`src/rtl/hp_pkg.sv`:
```
package hp_pkg;

    typedef enum logic [1:0] {
        ST_IDLE    = 2'd0,
        ST_DRAIN   = 2'd1,
        ST_REBUILD = 2'd2
    } hp_state_e;

    // Word index inside the window (byte offset bits [3:2]).
    localparam logic [1:0] WORD_UP    = 2'd0;
    localparam logic [1:0] WORD_DOWN  = 2'd1;
    localparam logic [1:0] WORD_EJECT = 2'd2;
    localparam logic [1:0] WORD_RMV   = 2'd3;

endpackage

```
`src/rtl/hp_lowbit.sv`:
```
// Lowest-set-bit encoder for slot masks.
module hp_lowbit #(
    parameter int N  = 32,
    parameter int IW = 5
) (
    input  logic [N-1:0]  vec_i,
    output logic [IW-1:0] idx_o,
    output logic          any_o
);

    always_comb begin
        idx_o = '0;
        for (int i = N - 1; i >= 0; i--) begin
            if (vec_i[i]) idx_o = IW'(i);
        end
    end

    assign any_o = |vec_i;

    // The selected index always points at a set bit.
    always_comb begin
        if (any_o === 1'b1) begin
            assert_idx_hit_R4: assert (vec_i[idx_o] == 1'b1);
        end
    end

endmodule

```
`src/rtl/hp_slot_state.sv`:
```
// Slot masks: occupancy, waiting removal, removable; free and event pulses.
module hp_slot_state #(
    parameter int N      = 32,
    parameter int IW     = 5,
    parameter int GPE_W  = 8,
    parameter int HP_BIT = 1
) (
    input  logic             clk,
    input  logic             rst_n,
    input  logic             op_valid,
    input  logic [IW-1:0]    op_idx,
    input  logic             rebuild,
    input  logic [N-1:0]     nonrem,
    input  logic             ins_stb,
    input  logic             rem_stb,
    input  logic [IW-1:0]    evt_slot,
    input  logic             evt_cold,
    output logic [N-1:0]     present_o,
    output logic [N-1:0]     pend_o,
    output logic [N-1:0]     hpen_o,
    output logic [N-1:0]     free_o,
    output logic [GPE_W-1:0] gpe_o
);

    localparam logic [N-1:0] ONE = {{(N-1){1'b0}}, 1'b1};

    logic [N-1:0]     present_q, pend_q, hpen_q, free_q;
    logic [N-1:0]     present_d, pend_d, hpen_d, free_d;
    logic [GPE_W-1:0] gpe_q, gpe_d;
    logic [N-1:0]     op_hot;
    logic [N-1:0]     evt_hot;

    // One-hot decode of the eject target, one comparator per slot.
    genvar g;
    generate
        for (g = 0; g < N; g++) begin : g_slot
            assign op_hot[g] = op_valid && (op_idx == IW'(g));
        end
    endgenerate

    assign evt_hot = ONE << evt_slot;

    always_comb begin
        // Eject first.
        pend_d    = pend_q & ~op_hot;
        free_d    = op_hot & ~nonrem;
        present_d = present_q & ~free_d;
        hpen_d    = hpen_q;
        gpe_d     = '0;
        if (rebuild) hpen_d = ~nonrem;
        // Slot events are applied after the access.
        if (ins_stb) begin
            present_d = present_d | evt_hot;
            if (!evt_cold) gpe_d[HP_BIT] = 1'b1;
        end
        if (rem_stb) begin
            pend_d        = pend_d | evt_hot;
            gpe_d[HP_BIT] = 1'b1;
        end
    end

    always_ff @(posedge clk or negedge rst_n) begin
        if (!rst_n) begin
            present_q <= '0;
            pend_q    <= '0;
            hpen_q    <= '1;
            free_q    <= '0;
            gpe_q     <= '0;
        end else begin
            present_q <= present_d;
            pend_q    <= pend_d;
            hpen_q    <= hpen_d;
            free_q    <= free_d;
            gpe_q     <= gpe_d;
        end
    end

    assign present_o = present_q;
    assign pend_o    = pend_q;
    assign hpen_o    = hpen_q;
    assign free_o    = free_q;
    assign gpe_o     = gpe_q;

    assert_free_onehot_R5: assert property (@(posedge clk) disable iff (!rst_n)
        $onehot0(free_q));

    assert_free_removable_R5: assert property (@(posedge clk) disable iff (!rst_n)
        op_valid |=> ((free_q & $past(nonrem)) == '0));

    assert_cold_quiet_R7: assert property (@(posedge clk) disable iff (!rst_n)
        (ins_stb && evt_cold && !rem_stb) |=> !gpe_q[HP_BIT]);

    // Remove wins over a same-cycle eject of the same slot.
    assert_remove_sets_R6: assert property (@(posedge clk) disable iff (!rst_n)
        rem_stb |=> (gpe_q[HP_BIT] && ((pend_q & (ONE << $past(evt_slot))) != '0)));

    assert_insert_keeps_R10: assert property (@(posedge clk) disable iff (!rst_n)
        ins_stb |=> ((present_q & (ONE << $past(evt_slot))) != '0));

endmodule

```
`src/rtl/hp_reg_read.sv`:
```
// Registered read decode of the four-word window.
module hp_reg_read #(
    parameter int N  = 32,
    parameter int AW = 4
) (
    input  logic          clk,
    input  logic          rst_n,
    input  logic          rd_en,
    input  logic [AW-1:0] rd_addr,
    input  logic [N-1:0]  present,
    input  logic [N-1:0]  pend,
    input  logic [N-1:0]  hpen,
    output logic [31:0]   rd_data
);
    import hp_pkg::*;

    logic        hi_zero;
    logic        aligned;
    logic [1:0]  word;
    logic [31:0] rd_d;

    // Offsets above the window only exist when the address is wider than 4 bits.
    generate
        if (AW > 4) begin : g_hi
            assign hi_zero = (rd_addr[AW-1:4] == '0);
        end else begin : g_nohi
            assign hi_zero = 1'b1;
        end
    endgenerate

    assign aligned = (rd_addr[1:0] == 2'b00);
    assign word    = rd_addr[3:2];

    always_comb begin
        rd_d = '0;
        if (hi_zero && aligned) begin
            unique case (word)
                WORD_UP:    rd_d = 32'(present & hpen);
                WORD_DOWN:  rd_d = 32'(pend);
                WORD_EJECT: rd_d = '0;
                WORD_RMV:   rd_d = 32'(hpen);
                default:    rd_d = '0;
            endcase
        end
    end

    always_ff @(posedge clk or negedge rst_n) begin
        if (!rst_n)     rd_data <= '0;
        else if (rd_en) rd_data <= rd_d;
    end

    assert_up_masked_R2: assert property (@(posedge clk) disable iff (!rst_n)
        (rd_en && rd_addr == AW'(0)) |=> ((rd_data & ~32'($past(hpen))) == '0));

    assert_feature_zero_R1: assert property (@(posedge clk) disable iff (!rst_n)
        (rd_en && rd_addr == AW'(8)) |=> (rd_data == '0));

endmodule

```
`src/rtl/hp_slot_ctrl.sv`:
```
// Hotplug slot register controller: top with drain/rebuild state machine.
module hp_slot_ctrl #(
    parameter int NUM_SLOTS  = 32,
    parameter int ADDR_W     = 4,
    parameter int GPE_W      = 8,
    parameter int HP_GPE_BIT = 1,
    localparam int SLOT_W    = (NUM_SLOTS > 1) ? $clog2(NUM_SLOTS) : 1
) (
    input  logic                 clk,
    input  logic                 rst_n,
    input  logic                 plat_rst,
    input  logic                 rd_en,
    input  logic                 wr_en,
    input  logic [ADDR_W-1:0]    addr,
    input  logic [31:0]          wr_data,
    output logic [31:0]          rd_data,
    input  logic                 ins_stb,
    input  logic                 rem_stb,
    input  logic [SLOT_W-1:0]    evt_slot,
    input  logic                 evt_cold,
    input  logic [NUM_SLOTS-1:0] nonrem,
    output logic [NUM_SLOTS-1:0] free_vec,
    output logic [GPE_W-1:0]     gpe_set
);
    import hp_pkg::*;

    hp_state_e             state_q, state_d;
    logic                  ej_hit;
    logic [SLOT_W-1:0]     ej_idx, dr_idx, op_idx;
    logic                  ej_any, dr_any, op_valid, rebuild;
    logic [NUM_SLOTS-1:0]  present, pend, hpen;

    assign ej_hit = wr_en && (addr == ADDR_W'(8));

    hp_lowbit #(.N(NUM_SLOTS), .IW(SLOT_W)) u_ej_enc (
        .vec_i (wr_data[NUM_SLOTS-1:0]),
        .idx_o (ej_idx),
        .any_o (ej_any)
    );

    hp_lowbit #(.N(NUM_SLOTS), .IW(SLOT_W)) u_dr_enc (
        .vec_i (pend),
        .idx_o (dr_idx),
        .any_o (dr_any)
    );

    // State register.
    always_ff @(posedge clk or negedge rst_n) begin
        if (!rst_n) state_q <= ST_DRAIN;
        else        state_q <= state_d;
    end

    // Next state.
    always_comb begin
        state_d = state_q;
        unique case (state_q)
            ST_IDLE:    if (plat_rst) state_d = ST_DRAIN;
            ST_DRAIN:   if (!dr_any)  state_d = ST_REBUILD;
            ST_REBUILD: state_d = ST_IDLE;
            default:    state_d = ST_IDLE;
        endcase
    end

    // State outputs.
    always_comb begin
        op_valid = 1'b0;
        op_idx   = ej_idx;
        rebuild  = 1'b0;
        unique case (state_q)
            ST_IDLE: begin
                op_valid = ej_hit && ej_any;
                op_idx   = ej_idx;
            end
            ST_DRAIN: begin
                op_valid = dr_any;
                op_idx   = dr_idx;
            end
            ST_REBUILD: rebuild = 1'b1;
            default: ;
        endcase
    end

    hp_slot_state #(
        .N(NUM_SLOTS), .IW(SLOT_W), .GPE_W(GPE_W), .HP_BIT(HP_GPE_BIT)
    ) u_state (
        .clk       (clk),
        .rst_n     (rst_n),
        .op_valid  (op_valid),
        .op_idx    (op_idx),
        .rebuild   (rebuild),
        .nonrem    (nonrem),
        .ins_stb   (ins_stb),
        .rem_stb   (rem_stb),
        .evt_slot  (evt_slot),
        .evt_cold  (evt_cold),
        .present_o (present),
        .pend_o    (pend),
        .hpen_o    (hpen),
        .free_o    (free_vec),
        .gpe_o     (gpe_set)
    );

    hp_reg_read #(.N(NUM_SLOTS), .AW(ADDR_W)) u_read (
        .clk     (clk),
        .rst_n   (rst_n),
        .rd_en   (rd_en),
        .rd_addr (addr),
        .present (present),
        .pend    (pend),
        .hpen    (hpen),
        .rd_data (rd_data)
    );

    assert_drain_exit_R8: assert property (@(posedge clk) disable iff (!rst_n)
        (state_q == ST_DRAIN && !dr_any) |=> (state_q == ST_REBUILD));

    assert_rebuild_mask_R8: assert property (@(posedge clk) disable iff (!rst_n)
        (state_q == ST_REBUILD) |=> (hpen == ~$past(nonrem)));

    assert_free_source_R5: assert property (@(posedge clk) disable iff (!rst_n)
        (free_vec != '0) |-> $past(op_valid));

    assert_busy_no_eject_R8: assert property (@(posedge clk) disable iff (!rst_n)
        (state_q != ST_IDLE && !dr_any) |=> (free_vec == '0));

endmodule

```
`config.mk`:
```
export PLATFORM = sky130hd
export DESIGN_NAME = hp_slot_ctrl
export DESIGN_NICKNAME = d
export VERILOG_FILES = /design/src/rtl/hp_pkg.sv /design/src/rtl/hp_lowbit.sv /design/src/rtl/hp_slot_state.sv /design/src/rtl/hp_reg_read.sv /design/src/rtl/hp_slot_ctrl.sv
export SDC_FILE = /design/constraint.sdc
export NUM_CORES = 1
export LEC_CHECK = 0
export BUFFER_PORTS_ARGS = -buffer_cell sky130_fd_sc_hd__buf_2
export CORE_MARGIN = 1.5
export CORE_UTILIZATION = 57
export CTS_BUF_LIST = sky130_fd_sc_hd__clkbuf_4
export DETAILED_ROUTE_END_ITERATION = 12
export PLACE_DENSITY = 0.9
export SYNTH_ARGS = -nofsm -noshare
export SYNTH_HDL_FRONTEND = slang
export SYNTH_HIERARCHICAL = 1
export SYNTH_SLANG_ARGS = --single-unit
```
`constraint.sdc`:
```
create_clock -name clk -period 3.7 [get_ports clk]
set_input_delay 0.37 -clock clk [delete_from_list [all_inputs] [get_ports clk]]
set_output_delay 0.37 -clock clk [all_outputs]
set_load 0.02 [all_outputs]
```
# --- Word level (Yosys, flattened, before mapping) ---
# Cells that the tools add are included.
word_totals:
  register_bits: 163
  input_bits: 81
  output_inout_bits: 72
  wordCells: 174
classes:
  eq_ne: 39
  n_shift: 1
  n_mux: 77
  n_bitwise: 9
  reduce_logical: 41
op_table:
  columns: ["cell", "count"]
  rows:
  - ["5-bit 2-to-1 mux", 65]
  - ["32-bit bitwise AND", 4]
  - ["32-bit case mux with 4 select lines", 1]
  - ["32-bit 2-to-1 mux", 3]
  - ["32-bit NOT", 3]
  - ["5-bit equality test (second input constant)", 16]
  - ["32-bit OR", 2]
  - ["32-bit OR reduction", 2]
  - ["5-bit by 4-bit equality test with 1-bit output (second input constant)", 8]
  - ["1-bit logical AND", 34]
  - ["1-bit by 5-bit << shifter with 32-bit output (first input constant)", 1]
  - ["5-bit by 3-bit equality test with 1-bit output (second input constant)", 4]
  - ["5-bit by 2-bit equality test with 1-bit output (second input constant)", 2]
  - ["2-bit equality test (second input constant)", 3]
  - ["2-bit zero test", 3]
  - ["5-bit by 1-bit equality test with 1-bit output (second input constant)", 1]
  - ["5-bit zero test", 1]
  - ["2-bit by 1-bit equality test with 1-bit output (second input constant)", 2]
  - ["4-bit equality test (second input constant)", 1]
  - ["1-bit 2-to-1 mux", 4]
  - ["2-bit 2-to-1 mux", 2]
  - ["2-bit != test (second input constant)", 2]
  - ["2-bit case mux with 2 select lines", 1]
  - ["1-bit case mux with 2 select lines", 1]
  - ["2-bit AND reduction", 1]

# --- Longest topological paths before layout ---
depth:
  word_depth: 40
  depth_mapped: 11
  ltp_nobuf: 9

# --- Cells and area by module ---
# The synthesis kept the hierarchy.
modules_own_cells:
  columns: ["mod", "n_inst", "cells_per_inst", "area_per_inst_um2", "seq_area_each_um2"]
  rows:
  - ["hp_slot_state", 1, 439, 5116.2, 3268.1]
  - ["hp_reg_read", 1, 217, 1846.8, 800.8]
  - ["hp_lowbit", 2, 65, 385.4, 0.0]
  - ["hp_slot_ctrl", 1, 17, 170.2, 51.3]

# --- Least setup slack after synthesis ---
# OpenSTA, ideal clock, no wires.
synth_path:
  path_type: "register to register"
  from: "register u_state.pend_q[23] (netlist: u_state/pend_o[23])"
  to: "register u_state.present_q[0] (netlist: u_state/present_o[0])"
  setup_ns: 0.121
  arrival_time_ns: 2.597
  t_required_ns: 3.579
  slack_ns: 0.982
  stages_incl_launch_ff: 10
  path_buffers: 0
  period_less_slack_ns: 2.718
  cell_sequence: "dfrtp_1 or4_4 a21oi_1 o21ai_1 nand2_1 a21boi_2 mux2_2 or4b_4 or3_1 a22o_1"
synth_between:
  elab_chain_cells: 32
  word_cells_on_any_way: 34
  cone_classes: "mux (27); bitwise (4); reduce/logical (3)"
synth_lines:
  columns: ["element", "line", "rtl"]
  rows:
  - ["start: declaration", "hp_slot_state.sv:27", "logic [N-1:0] present_q, pend_q, hpen_q, free_q;"]
  - ["start signal: assignment", "hp_slot_state.sv:71", "pend_q <= pend_d;"]
  - ["5-bit 2-to-1 mux * (24 in a row)", "hp_lowbit.sv:14", "if (vec_i[i]) idx_o = IW'(i);"]
  - ["named net dr_idx[2]", "hp_slot_ctrl.sv:29", "logic [SLOT_W-1:0] ej_idx, dr_idx, op_idx;"]
  - ["5-bit 2-to-1 mux *", "hp_slot_ctrl.sv:69", "unique case (state_q)"]
  - ["named net op_idx[2]", "hp_slot_ctrl.sv:29", null]
  - ["5-bit zero test *", "hp_slot_state.sv:37", "assign op_hot[g] = op_valid && (op_idx == IW'(g));"]
  - ["1-bit logical AND *", "hp_slot_state.sv:37", null]
  - ["32-bit bitwise AND *", "hp_slot_state.sv:46", "free_d = op_hot & ~nonrem;"]
  - ["32-bit NOT *", "hp_slot_state.sv:47", "present_d = present_q & ~free_d;"]
  - ["32-bit bitwise AND *", "hp_slot_state.sv:47", null]
  - ["32-bit OR", "hp_slot_state.sv:53", "present_d = present_d | evt_hot;"]
  - ["32-bit 2-to-1 mux *", "hp_slot_state.sv:52", "if (ins_stb) begin"]
  - ["named net u_state.present_d[0]", "hp_slot_state.sv:28", "logic [N-1:0] present_d, pend_d, hpen_d, free_d;"]
  - ["end signal: assignment", "hp_slot_state.sv:70", "present_q <= present_d;"]
  - ["end: declaration", "hp_slot_state.sv:27", null]
# Mark *: on every way through the listed nets, which the timed path passes. The rest lies on a longest branch.
# A chain may end at the register's enable or synchronous reset.

# --- Final worst setup path ---
layout_path:
  from: "register u_state.pend_q[8] (netlist: u_state/pend_o[8])"
  to: "register u_state.present_q[7] (netlist: u_state/present_o[7])"
layout_between:
  elab_chain_cells: 17
  word_cells_on_any_way: 19
  cone_classes: "eq/ne (1); mux (12); bitwise (4); reduce/logical (2)"
layout_lines:
  columns: ["element", "line"]
  rows:
  - ["5-bit 2-to-1 mux * (9 in a row)", "hp_lowbit.sv:14"]
  - ["named net dr_idx[3]", "hp_slot_ctrl.sv:29"]
  - ["5-bit 2-to-1 mux *", "hp_slot_ctrl.sv:69"]
  - ["named net op_idx[3]", "hp_slot_ctrl.sv:29"]
  - ["5-bit by 3-bit equality test with 1-bit output *", "hp_slot_state.sv:37"]
  - ["1-bit logical AND *", "hp_slot_state.sv:37"]
  - ["32-bit bitwise AND *", "hp_slot_state.sv:46"]
  - ["named net u_state.free_d[7]", "hp_slot_state.sv:28"]
  - ["32-bit NOT *", "hp_slot_state.sv:47"]
  - ["32-bit bitwise AND *", "hp_slot_state.sv:47"]
  - ["32-bit OR", "hp_slot_state.sv:53"]
  - ["32-bit 2-to-1 mux *", "hp_slot_state.sv:52"]
  - ["named net u_state.present_d[7]", "hp_slot_state.sv:28"]
# Marked as above.

==> load_flow_metrics.sql <==
INSERT INTO impl_metrics (metric_group, metric, value, unit) VALUES
('power', 'leakagePower', '0.004365', 'uW'),
('setup_path', 'critPathLaunchType', 'flop', ''),
('placed_design', 'dpl-instance-area', '0.008716', 'sq mm'),
('layout', 'count_of_inserted_antenna_diode_cells', '0', ''),
('hold_path', 'hp-class', 'input pin to flop', ''),
('setup_path', 'timing.critical_path.buf_inv', '0', ''),
('hold_path', 'whs_endpoint', 'u_state/pend_o[24]', ''),
('grt', 'first_global_vias', '6821', ''),
('clock_tree', 'tritoncts_clock_tree', 'done', ''),
('placed_design', 'placement.io_buffers', '145', ''),
('power', 'internal_power', '3568', 'uW'),
('clock_tree', 'tritoncts_num_sinks', '163', ''),
('sta', 'setup_viol', '0', ''),
('sta', 'unrepaired_setup_endpoints_after_global_routing', 'false', ''),
('layout', 'area_growth_syn_to_layout', '18.03', '%'),
('die', 'boundaryPins', '153', ''),
('setup_path', 'crit-reg2reg-capture', 'u_state/present_o[7]', ''),
('grt', 'grtUsageTotal', '31.95', '%'),
('logic_synthesis', 'synth-warning-count', '6', ''),
('power', 'overall_power', '6085', 'uW'),
('logic_synthesis', 'ys_seq_elements', '163', ''),
('placed_design', 'placed_cells', '1089', ''),
('clock_tree', 'cts_htree_levels', '4', ''),
('logic_synthesis', 'ys_async_sr_fraction', '100.0', '%'),
('routing', 'number_of_iterations_in_the_first_detailed_routing_pass', '5', ''),
('logic_synthesis', 'synthDominantAreaCellType', 'sky130_fd_sc_hd__dfrtp_1', ''),
('hold_path', 'min_path_cells', '2', ''),
('layout', 'finalNetCount', '1047', ''),
('routing', 'drt_drc_violations_left', '0', ''),
('sta', 'timing.final.max_slew_violations', '0', ''),
('clock_tree', 'cts-root-buf', 'sky130_fd_sc_hd__clkbuf_4', ''),
('setup_path', 'r2r_cell_count', '7', ''),
('job', 'max_cap_violations', '0', ''),
('power', 'power.switching_fraction', '41.36', '%'),
('clock_tree', 'cts_made_buffers', '17', ''),
('setup_path', 'setup.reg_to_reg.worst_slack', '0.51', 'ns'),
('power', 'sequentialPowerShare', '44.5', '%'),
('grt', 'grt_first_pass_wirelength', '35780', 'microns'),
('routing', 'vias', '7132', ''),
('die', 'vertical_extent_of_the_die', '120.8', 'microns'),
('sta', 'tns', '0', 'ns'),
('die', 'start_util', '58.98', '%'),
('logic_synthesis', 'synth.area.top_cells', 'sky130_fd_sc_hd__dfrtp_1 (41%), sky130_fd_sc_hd__dfstp_2 (11%), sky130_fd_sc_hd__inv_1 (5.2%), sky130_fd_sc_hd__o22ai_1 (4.4%), sky130_fd_sc_hd__mux2i_1 (4.1%)', ''),
('grt', 'globalRouteOverflowTotal', '0', ''),
('routing', 'routedWlPerCell', '19.97', 'microns'),
('setup_path', 'r2r-start', 'u_state/pend_o[8]', ''),
('setup_path', 'worstPathMaxFanout', '11', ''),
('routing', 'postRouteWirelength', '23060', 'microns'),
('setup_path', 'cp.arrival', '3.63', 'ns'),
('setup_path', 'slowest_cell_on_the_critical_path', 'sky130_fd_sc_hd__nor4_1', ''),
('grt', 'grt_start_max_net_pins', '83', ''),
('sta', 'final.min_clock_period', '3.187', 'ns'),
('outcome', 'run_status', 'finished, final reports clean', ''),
('logic_synthesis', 'synth-seq-area-share', '52.13', '%'),
('logic_synthesis', 'post_synth_instance_area', '0.007904', 'sq mm'),
('setup_path', 'worstPathCellList', 'nor4_1 > and2_1 > a21oi_1 > mux2_2 > nand4bb_1 > nor3_1 > o22ai_1', ''),
('routing', 'avgViaCountPerCell', '6.175', ''),
('sta', 'fmax', '313.8', 'MHz'),
('setup_path', 'crit_path_end_kind', 'flop', ''),
('clock_tree', 'clk_pin_slew', '0.14', 'ns'),
('die', 'core-area', '0.01340', 'sq mm'),
('logic_synthesis', 'yosys.area.top_type_share', '41.16', '%'),
('sta', 'final_min_period_over_clock_period', '86.13', '%'),
('setup_path', 'crit_path_max_incr_delay', '0.67', 'ns'),
('setup_path', 'setup.worst_path.class', 'flop to flop', ''),
('logic_synthesis', 'post_synth_inst_count', '803', ''),
('grt', 'grt_antenna_before_repair', '0', ''),
('logic_synthesis', 'ys_dominant_reg_cell', 'sky130_fd_sc_hd__dfrtp_1', ''),
('layout', 'n_fill_cell', '1020', ''),
('sta', 'final.setup_skew', '0.02061', 'ns'),
('die', 'floorplan.rows', '42', '');
## power groups by stage
| stage | registers, uW | clock network [uW] | logic, uW |
|---|---|---|---|
| CTS | 2690 | 1050 | 2230 |
| global route | 2770 | 1130 | 2460 |
| floorplan | 2700 | 0 | 1420 |
| finish | 2710 | 1040 | 2330 |
| global placement | 2690 | 0 | 2100 |
| detailed placement | 2720 | 0 | 2190 |
## per-stage QoR
stage          hold WS, ns  util (%)
2_1_floorplan      0.07441         -
3_3_place_gp        0.4304     65.04
3_5_place_dp        0.4534     65.04
4_1_cts            0.07534     69.62
5_1_grt            0.09719     69.62
6_report            0.1200     69.62
## cells in the mapped netlist (10+ instances only)
library cell,n
sky130_fd_sc_hd__o21ai_1,13
sky130_fd_sc_hd__a21oi_1,24
sky130_fd_sc_hd__o2bb2ai_1,10
sky130_fd_sc_hd__inv_1,109
sky130_fd_sc_hd__nor4_1,14
sky130_fd_sc_hd__dfrtp_1,130
sky130_fd_sc_hd__o32ai_1,11
sky130_fd_sc_hd__a22o_1,16
sky130_fd_sc_hd__nor2b_1,30
sky130_fd_sc_hd__dfstp_2,33
sky130_fd_sc_hd__nand2_1,25
sky130_fd_sc_hd__o22ai_1,56
sky130_fd_sc_hd__clkbuf_1,24
sky130_fd_sc_hd__mux2i_1,32
sky130_fd_sc_hd__o31ai_1,13
sky130_fd_sc_hd__nor2_1,28
sky130_fd_sc_hd__o21ai_0,60
sky130_fd_sc_hd__nor3_1,39
sky130_fd_sc_hd__nand2b_1,10
## registers in the layout (all words and copies together), names as in the netlist
| register | cells |
|---|---|
| u_read/rd_data | 32 |
| u_state/free_o | 32 |
| u_state/hpen_o | 32 |
| u_state/pend_o | 32 |
| u_state/present_o | 32 |
| state_q | 2 |
| u_state/gpe_o | 1 |
## what timing repair did
action,in CTS,in global routing
hold buffers,34,0
hold endpoints to repair,119,0
gates resized for setup,0,0
## worst max-delay path by stage
stage / from / end / slack [ns] / cells after the start
after global placement: wr_data[23] / u_state/present_o[3] / 0.72 / 10
after global routing: u_state/pend_o[8] / u_state/present_o[7] / 0.46 / 7
after floorplan: u_state/pend_o[23] / u_state/present_o[0] / 0.98 / 9
final: u_state/pend_o[8] / u_state/present_o[7] / 0.51 / 7
after detailed placement: wr_data[23] / u_state/present_o[2] / 0.68 / 10
after CTS: u_state/pend_o[30] / u_state/present_o[2] / 0.69 / 9
## cell type report
class	instances	area (sq um)	share of cell area, %
timing repair buffer	187	1145	12.27
sequential	163	4120	44.17
multi-input combinational	488	3162	33.89
tap	176	220.2	2.361
clock buffer	18	135.1	1.449
inverter	109	409.1	4.386
clock inverter	14	137.6	1.475
## logic make-up after synthesis
kind of cell | Yosys count | share of synthesized area (%)
flip-flops | 163 | 52.13
buffers and inverters | 158 | 8.168
AO/OA/AOI/OAI | 235 | 19.30
other | 1 | 0.04745
multiplexers | 37 | 4.765
AND/OR/NAND/NOR | 209 | 15.59
## metal layers
layer / part of all wire [%] / routed length (microns) / GRT usage (%)
met2: 47 / 10820 / 50.57
met4: 3.7 / 845 / 12.94
met3: 10 / 2345 / 8.113
met1: 39 / 9052 / 42.26
met5: 0 / 0 / 0
(Power assumes the default switching activity.)
